--- src/rtl/txfs_pkg.sv ---
package txfs_pkg;

    typedef enum logic {
        MODE_DS3 = 1'b0,
        MODE_E3  = 1'b1
    } frame_mode_e;

    typedef enum logic {
        FN_SOF = 1'b0,
        FN_DEN = 1'b1
    } strobe_fn_e;

    // Classification of the frame bit announced in the current cycle
    typedef struct packed {
        logic first;    // frame bit 0
        logic payload;  // payload (not overhead) bit
    } bit_class_t;

    function automatic int unsigned max2(int unsigned a, int unsigned b);
        return (a > b) ? a : b;
    endfunction

endpackage

--- src/rtl/txfs_pos_counter.sv ---
module txfs_pos_counter
    import txfs_pkg::*;
#(
    parameter int LEAD      = 3,
    parameter int DS3_FRAME = 4760,
    parameter int DS3_BLK   = 85,
    parameter int E3_FRAME  = 1536,
    parameter int POS_W     = 13,
    parameter int BLK_W     = 7
) (
    input  logic              clk,
    input  logic              rst,
    input  frame_mode_e       mode_i,
    output logic              run_o,
    output logic              boundary_o,
    output logic [POS_W-1:0]  pos_o,
    output logic [BLK_W-1:0]  blk_o,
    output frame_mode_e       mode_o
);
    localparam int ARM_W = $clog2(LEAD + 1);
    localparam logic [ARM_W-1:0] ARM_DONE = ARM_W'(LEAD - 1);
    localparam logic [POS_W-1:0] DS3_LAST = POS_W'(DS3_FRAME - 1);
    localparam logic [POS_W-1:0] E3_LAST  = POS_W'(E3_FRAME - 1);
    localparam logic [BLK_W-1:0] BLK_LAST = BLK_W'(DS3_BLK - 1);

    logic [ARM_W-1:0] arm_q;
    logic [POS_W-1:0] pos_q;
    logic [BLK_W-1:0] blk_q;
    frame_mode_e      mode_q;
    frame_mode_e      cur_mode;
    logic             run;
    logic             last_bit;

    assign run      = (arm_q == ARM_DONE);
    assign cur_mode = (pos_q == '0) ? mode_i : mode_q;
    assign last_bit = (pos_q == ((cur_mode == MODE_DS3) ? DS3_LAST : E3_LAST));

    always_ff @(posedge clk) begin
        if (rst) begin
            arm_q  <= '0;
            pos_q  <= '0;
            blk_q  <= '0;
            mode_q <= MODE_DS3;
        end else if (!run) begin
            arm_q <= arm_q + 1'b1;
        end else begin
            mode_q <= cur_mode;
            if (last_bit) begin
                pos_q <= '0;
                blk_q <= '0;
            end else begin
                pos_q <= pos_q + 1'b1;
                blk_q <= (blk_q == BLK_LAST) ? '0 : blk_q + 1'b1;
            end
        end
    end

    assign run_o      = run;
    assign boundary_o = run && (pos_q == '0);
    assign pos_o      = pos_q;
    assign blk_o      = blk_q;
    assign mode_o     = cur_mode;

    AST_POS_IN_FRAME: assert property (@(posedge clk) disable iff (rst)
        (pos_q != '0) |-> (pos_q <= ((mode_q == MODE_DS3) ? DS3_LAST : E3_LAST)));

    AST_BLOCK_ALIGNED: assert property (@(posedge clk) disable iff (rst)
        (pos_q == '0) |-> (blk_q == '0));

    AST_POS_ADVANCES: assert property (@(posedge clk) disable iff (rst)
        (run && pos_q != '0) |=> ((pos_q == $past(pos_q) + 1'b1) || (pos_q == '0)));

    AST_MODE_HELD: assert property (@(posedge clk) disable iff (rst)
        (run && pos_q > POS_W'(1)) |-> $stable(mode_q));

endmodule

--- src/rtl/txfs_bit_class.sv ---
module txfs_bit_class
    import txfs_pkg::*;
#(
    parameter int POS_W       = 13,
    parameter int BLK_W       = 7,
    parameter int E3_OVERHEAD = 12
) (
    input  logic [POS_W-1:0] pos_i,
    input  logic [BLK_W-1:0] blk_i,
    input  frame_mode_e      mode_i,
    output bit_class_t       cls_o
);
    localparam logic [POS_W-1:0] E3_OH = POS_W'(E3_OVERHEAD);

    always_comb begin
        cls_o.first = (pos_i == '0);
        if (mode_i == MODE_DS3) begin
            cls_o.payload = (blk_i != '0);
        end else begin
            cls_o.payload = (pos_i >= E3_OH);
        end
    end

endmodule

--- src/rtl/txfs_strobe_out.sv ---
module txfs_strobe_out
    import txfs_pkg::*;
#(
    parameter bit FALL_EDGE = 1'b0
) (
    input  logic        clk,
    input  logic        rst,
    input  logic        run_i,
    input  logic        boundary_i,
    input  bit_class_t  cls_i,
    input  strobe_fn_e  fn_i,
    input  logic        inv_i,
    output logic        strobe_o
);
    strobe_fn_e fn_q;
    strobe_fn_e cur_fn;
    logic       raw_d;
    logic       raw_q;
    logic       inv_q;
    logic       line;

    assign cur_fn = boundary_i ? fn_i : fn_q;
    assign raw_d  = run_i && ((cur_fn == FN_SOF) ? cls_i.first : cls_i.payload);

    always_ff @(posedge clk) begin
        if (rst) begin
            raw_q <= 1'b0;
            inv_q <= inv_i;
            fn_q  <= FN_SOF;
        end else begin
            raw_q <= raw_d;
            inv_q <= inv_i;
            if (run_i) begin
                fn_q <= cur_fn;
            end
        end
    end

    assign line = raw_q ^ inv_q;

    generate
        if (FALL_EDGE) begin : g_fall
            logic fall_q;
            always_ff @(negedge clk) begin
                fall_q <= line;
            end
            assign strobe_o = fall_q;
        end else begin : g_rise
            assign strobe_o = line;
        end
    endgenerate

    AST_SOF_SINGLE: assert property (@(posedge clk) disable iff (rst)
        (fn_q == FN_SOF && raw_q) |=> !raw_q);

    AST_IDLE_UNTIL_RUN: assert property (@(posedge clk) disable iff (rst)
        !run_i |=> !raw_q);

    AST_FN_HELD: assert property (@(posedge clk) disable iff (rst)
        (run_i && !boundary_i) |=> $stable(fn_q));

endmodule

--- src/rtl/tx_frame_strobe.sv ---
module tx_frame_strobe
    import txfs_pkg::*;
#(
    parameter int DS3_SUBFRAMES = 7,
    parameter int DS3_BLOCKS    = 8,
    parameter int DS3_PAYLOAD   = 84,
    parameter int E3_BITS       = 1536,
    parameter int E3_OVERHEAD   = 12,
    parameter int LEAD          = 3,
    parameter bit FALL_EDGE     = 1'b0
) (
    input  logic clk,
    input  logic rst,
    input  logic frame_mode,
    input  logic strobe_fn,
    input  logic strobe_inv,
    output logic strobe_o
);
    localparam int DS3_BLK   = DS3_PAYLOAD + 1;
    localparam int DS3_FRAME = DS3_SUBFRAMES * DS3_BLOCKS * DS3_BLK;
    localparam int POS_W     = $clog2(max2(DS3_FRAME, E3_BITS));
    localparam int BLK_W     = $clog2(DS3_BLK);

    logic             run;
    logic             boundary;
    logic [POS_W-1:0] pos;
    logic [BLK_W-1:0] blk;
    frame_mode_e      cur_mode;
    bit_class_t       cls;

    txfs_pos_counter #(
        .LEAD      (LEAD),
        .DS3_FRAME (DS3_FRAME),
        .DS3_BLK   (DS3_BLK),
        .E3_FRAME  (E3_BITS),
        .POS_W     (POS_W),
        .BLK_W     (BLK_W)
    ) u_counter (
        .clk        (clk),
        .rst        (rst),
        .mode_i     (frame_mode_e'(frame_mode)),
        .run_o      (run),
        .boundary_o (boundary),
        .pos_o      (pos),
        .blk_o      (blk),
        .mode_o     (cur_mode)
    );

    txfs_bit_class #(
        .POS_W       (POS_W),
        .BLK_W       (BLK_W),
        .E3_OVERHEAD (E3_OVERHEAD)
    ) u_class (
        .pos_i  (pos),
        .blk_i  (blk),
        .mode_i (cur_mode),
        .cls_o  (cls)
    );

    txfs_strobe_out #(
        .FALL_EDGE (FALL_EDGE)
    ) u_out (
        .clk        (clk),
        .rst        (rst),
        .run_i      (run),
        .boundary_i (boundary),
        .cls_i      (cls),
        .fn_i       (strobe_fn_e'(strobe_fn)),
        .inv_i      (strobe_inv),
        .strobe_o   (strobe_o)
    );

endmodule

--- config.mk ---
export PLATFORM = sky130hd
export DESIGN_NAME = tx_frame_strobe
export DESIGN_NICKNAME = d
export VERILOG_FILES = /design/src/rtl/txfs_pkg.sv /design/src/rtl/txfs_pos_counter.sv /design/src/rtl/txfs_bit_class.sv /design/src/rtl/txfs_strobe_out.sv /design/src/rtl/tx_frame_strobe.sv
export SDC_FILE = /design/constraint.sdc
export NUM_CORES = 1
export LEC_CHECK = 0
export CORE_ASPECT_RATIO = 1.75
export CORE_MARGIN = 2
export CORE_UTILIZATION = 63
export DETAILED_ROUTE_END_ITERATION = 12
export GPL_ROUTABILITY_DRIVEN = 1
export HOLD_SLACK_MARGIN = 0.06
export PLACE_DENSITY = 0.81
export SLEW_MARGIN = 20
export SYNTH_ARGS = -nofsm -noshare
export SYNTH_HDL_FRONTEND = slang
export SYNTH_SLANG_ARGS = --single-unit
--- constraint.sdc ---
create_clock -name clk -period 4.33 [get_ports clk]
set_clock_uncertainty 0.1 [all_clocks]
set_input_delay 0.6495 -clock clk [delete_from_list [all_inputs] [get_ports clk]]
set_output_delay 0.6495 -clock clk [all_outputs]
set_load 0.005 [all_outputs]
Word level (Yosys, flattened, before mapping). Cells that the tools add are included.

Bits in writable memories: 0. Output and inout bits: 1. Bits in latches: 0. Memories: 0. Input bits: 5. Word-level logic and storage cells: 27. Flip-flop bits (word level): 26. Bits in read-only memories: 0.

Reductions and logical operators: 4. Magnitude comparators: 1. Multiply operators: 0. $add $sub $neg: 3. Divide/modulo/power cells: 0. Mux-type cells: 8. Equality and inequality tests: 3. Bitwise gates (word level): 1. Shifts and indexed selects: 0.

Operator list (count): 2-to-1 mux 13 bit (2); 2-to-1 mux 7 bit (2); adder 13 x 1 -> 13 bit, second input constant (1); equality test 13 bit (1); greater-or-equal comparator 13 x 4 -> 1 bit, second input constant (1); logical NOT 13 bit (1); adder 7 x 1 -> 7 bit, second input constant (1); equality test 7 bit, second input constant (1); nonzero test 7 bit (1); 2-to-1 mux 1 bit (4); adder 2 x 1 -> 2 bit, second input constant (1); equality test 2 bit, second input constant (1); logical AND 1 bit (2); XOR 1 bit (1).

Longest topological paths before layout.
Word-level depth: 5. Gate-level depth with buffers: 8. Mapped depth without buffers: 7.

Cells and area by module. A second synthesis with hierarchy kept.

Cell total of the unflattened synthesis: 161. Area total of the unflattened synthesis: 1410.1 sq um.

By module, submodules not included: txfs_pos_counter (cells each 140, instances 1, area an instance 1223.7 sq um, seq. area each 460.4 sq um); txfs_strobe_out (cells each 10, instances 1, area an instance 115.1 sq um, seq. area each 60.1 sq um); txfs_bit_class (cells each 11, instances 1, area an instance 71.3 sq um, seq. area each 0.0 sq um).

Worst setup path before layout. OpenSTA, ideal clock, no wires.

Kind: register to register. From: register u_counter.blk_q[0] (netlist: u_counter.blk_o[0]). To: register u_out.raw_q. Setup time: 117 ps. Clock period less this slack: 1993 ps. Stages on the path, launching flop included: 8. Data required time: 4113 ps. Path slack: 2337 ps. Buffers on the path: 0. Arrival time: 1775 ps. Cells stage by stage: dfxtp_1 inv_1 ha_1 or3b_1 or4_1 a211oi_1 o21ai_1 a32o_1.

Longest elaborated chain between the ends: 4.

Ends and longest elaborated chain: start, declared (line txfs_pos_counter.sv:28) `logic [BLK_W-1:0] blk_q;`; start signal, assigned (line txfs_pos_counter.sv:53) `blk_q <= (blk_q == BLK_LAST) ? '0 : blk_q + 1'b1;`; nonzero test 7 bit (line txfs_bit_class.sv:18) `cls_o.payload = (blk_i != '0);`; 2-to-1 mux 1 bit (line txfs_bit_class.sv:17) `if (mode_i == MODE_DS3) begin`; 2-to-1 mux 1 bit (line txfs_strobe_out.sv:23) `assign raw_d = run_i && ((cur_fn == FN_SOF) ? cls_i.first : cls_i.payload);`; logical AND 1 bit (line txfs_strobe_out.sv:23); end signal, assigned (line txfs_strobe_out.sv:31) `raw_q <= raw_d;`; end, declared (line txfs_strobe_out.sv:18) `logic raw_q;`.

No other way between the ends. A chain may end at the register's enable or synchronous reset.

Final worst setup path.
From: register u_counter.pos_q[0] (netlist: u_counter.pos_o[0]). To: register u_counter.blk_q[3] (netlist: u_counter.blk_o[3]).

Longest elaborated chain between the ends: 5.

Ends and longest elaborated chain: start, declared (line txfs_pos_counter.sv:27) `logic [POS_W-1:0] pos_q;`; start signal, assigned (line txfs_pos_counter.sv:52) `pos_q <= pos_q + 1'b1;`; logical NOT 13 bit (line txfs_pos_counter.sv:35) `assign cur_mode = (pos_q == '0) ? mode_i : mode_q;`; 2-to-1 mux 1 bit (line txfs_pos_counter.sv:35); 2-to-1 mux 13 bit (line txfs_pos_counter.sv:36) `assign last_bit = (pos_q == ((cur_mode == MODE_DS3) ? DS3_LAST : E3_LAST));`; equality test 13 bit (*) (line txfs_pos_counter.sv:36); 2-to-1 mux 7 bit (*) (line txfs_pos_counter.sv:48) `if (last_bit) begin`.

Mark *: on every way between the ends. The rest lies on a longest branch, timed or not.

==> flow_metrics.env <==
export IMPL_ys_seq_area_frac=0.361
export IMPL_fin_tns_setup_ns=0
export IMPL_port_buffers=5
export IMPL_period_minus_slack_ns=2.45
export IMPL_fillers=171
export IMPL_antenna_found_initial=0
export IMPL_cap_violations=0
export IMPL_drtIter0Drc=32
export IMPL_num_rows=22
export IMPL_cp_max_fo=12
export IMPL_ys_types=41
export IMPL_rrSetupSlack_ns=1.88
export IMPL_cp_end_kind="flop"
export IMPL_critical_path_arrival_ns=2.59
export IMPL_grt_usage=0.279
export IMPL_fin_util=0.711
export IMPL_start_util=0.680
export IMPL_multi_input_area_um2=841
export IMPL_synth_ff_type="dfxtp_1"
export IMPL_holdBufCountCts=0
export IMPL_wire_per_inst_um=15.7
export IMPL_grt_max_degree=23
export IMPL_insertion_delay_ns=0.33
export IMPL_cts_resized=0
export IMPL_grt_busiest_layer="met2"
export IMPL_power_leakage_nw=0.539
export IMPL_synth_edf_count=0
export IMPL_finalCritPeriodShare=0.566
export IMPL_gr_total_overflow=0
export IMPL_die_area_um2=2700
export IMPL_cts_sinks=26
export IMPL_synth_area_leader_cell="dfxtp_1"
export IMPL_drt_drc_violations_left=0
export IMPL_tightest_slew_ns=0.754
export IMPL_peakVddDrop_v=0.000291
export IMPL_syn_inst=174
export IMPL_clk_pin_slew_ns=0.14
export IMPL_outcome="finished clean"
export IMPL_final_max_slew_viol_count=0
export IMPL_synth_area_leaders="dfxtp_1, nor2_1, nand2_1"
export IMPL_yosysWarnings=0
export IMPL_relSlewSlack=0.496
export IMPL_final_setup_viol_count=0
export IMPL_crit_type="flop to flop"
export IMPL_drtAntennaViolNets=0
export IMPL_syn_nets=184
export IMPL_die_y_um=67.3
export IMPL_hold_viol_final=0
export IMPL_grt_util_met3=0.0296
export IMPL_firstDrtPassIters=4
export IMPL_syn_area_um2=1440
export IMPL_cts_tree="built"
export IMPL_dp_slack_ns=1.67
export IMPL_htreeDepth=1
export IMPL_totalWireLength_mm=3.11
export IMPL_grt_use_met1=0.296
export IMPL_netlist_top_cells_count="dfxtp_1, nor2_1, nand2_1, nand3_1, a21oi_1"
export IMPL_cts_root_buf="clkbuf_4"
export IMPL_instances_no_fill=198
export IMPL_avgSynthCellArea_um2=8.28
export IMPL_drive_gt1_frac=0.0517
export IMPL_holdCritPathClass="flop to flop"
export IMPL_io_pins=6
export IMPL_grt_setup_unrepaired="false"
export IMPL_synth_top_area_frac=0.361
export IMPL_nNetsFinal=185
export IMPL_vias_per_cell=6.33
export IMPL_dpl_hpwl_mm=2.26
export IMPL_cts_buffer_depth=2
export IMPL_start_kind="flop"
export IMPL_synth_most_common_cell="dfxtp_1"
export IMPL_cts_made_buffers=3
export IMPL_async_flop_share=0
export IMPL_cts_setup_buffers=0
export IMPL_powerDensity_nw_per_um2=404
export IMPL_max_freq_mhz=408
export IMPL_area_growth_synth_to_final_pct=4.60
export IMPL_met2_usage=0.500
export IMPL_seq_area_um2=520
export IMPL_gp_congestion=0.781
export IMPL_grt_pass1_wl_mm=5.26
export IMPL_antennaDiodeCount=0
export IMPL_fin_ws_ns=1.88
export IMPL_dp_cells=194
export IMPL_die_w_um=40.2
export IMPL_vias=1253
export IMPL_required_ns=4.47
export IMPL_core_um2=2120
export IMPL_ys_seq_elements=26
export IMPL_grt_pass1_vias=1238
==> worst max-delay path, cell delays in order, from the launching register on <==
cell and delay, ns:
dfxtp_1 0.45, inv_1 0.11, ha_1 0.22, nor2b_1 0.17, a41oi_1 0.29, o31a_1 0.50
nand3b_1 0.17, o41ai_1 0.34
==> metrics by stage <==
step | instance area (µm²) | hold WS, ns | total power, W
after global placement | 1470 | 0.349 | 0.000477
after floorplan | 1440 | 0.332 | 0.000444
after global routing | 1510 | 0.425 | 0.000652
final | 1510 | 0.384 | 0.000609
after CTS | 1510 | 0.384 | 0.000608
after detailed placement | 1470 | 0.366 | 0.000489
==> final cells by class <==
class | count | area share
Sequential cell | 26 | 0.345
Timing Repair Buffer | 5 | 0.0332
Tap cell | 24 | 0.0199
Multi-Input combinational cell | 131 | 0.558
Inverter | 8 | 0.0199
Clock buffer | 4 | 0.0241
==> final timing paths <==
check,from,to,depth (start not counted)
max reg2reg,u_counter.pos_o[0],u_counter.blk_o[3],7
max,u_counter.pos_o[0],u_counter.blk_o[3],7
min reg2reg,u_counter.mode_q,u_counter.mode_q,2
min,u_counter.mode_q,u_counter.mode_q,2
==> sequential cells by signal (all words and copies together) (netlist names) <==
register	cells
u_counter.blk_o	7
u_out.fn_q	1
u_counter.mode_q	1
u_counter.pos_o	13
u_out.inv_q	1
u_out.raw_q	1
u_counter.arm_q	2
==> kinds of logic after synthesis <==
| family | Yosys count | share of synthesized area |
|---|---|---|
| AND/OR/NAND/NOR | 84 | 0.319 |
| flip-flops | 26 | 0.361 |
| adder cells (fa/ha/maj) | 5 | 0.0434 |
| buffers and inverters | 17 | 0.0556 |
| AO/OA/AOI/OAI | 31 | 0.154 |
| XOR/XNOR | 11 | 0.0668 |
==> layout by cell type, fill, tap and decap left out, types with 2 or more instances in the layout <==
cell | synthesis | final
dfxtp_1 | 26 | 26
nor2_1 | 21 | 21
nand2_1 | 17 | 17
nand3_1 | 12 | 12
a21oi_1 | 9 | 9
inv_1 | 8 | 8
and3_1 | 8 | 8
xor2_1 | 7 | 7
o21ai_0 | 7 | 7
ha_1 | 5 | 5
clkdlybuf4s50_1 | 0 | 5
and4_1 | 4 | 4
xnor2_1 | 4 | 4
nor4b_1 | 4 | 4
nand4_1 | 3 | 3
nor3_1 | 3 | 3
clkbuf_4 | 0 | 3
nor4_1 | 2 | 2
and4b_1 | 2 | 2
nand3b_1 | 2 | 2
a41oi_2 | 2 | 2
o41ai_1 | 2 | 2
==> per-layer routing <==
metal | wire length [µm] | vias to the layer above
met2 | 1690 | 19
met1 | 1250 | 602
met3 | 82 | 9
met4 | 91 | 0
met5 | 0 | -
li1 | - | 623
==> report_power, final <==
group | leakage, nW | switching, W | total (W) | internal [W]
Clock | 0.0210 | 0.0000731 | 0.000125 | 0.0000516
Sequential | 0.211 | 0.0000314 | 0.000300 | 0.000269
Combinational | 0.307 | 0.000109 | 0.000184 | 0.0000752
No activity file was read; power rests on OpenSTA's default activity.
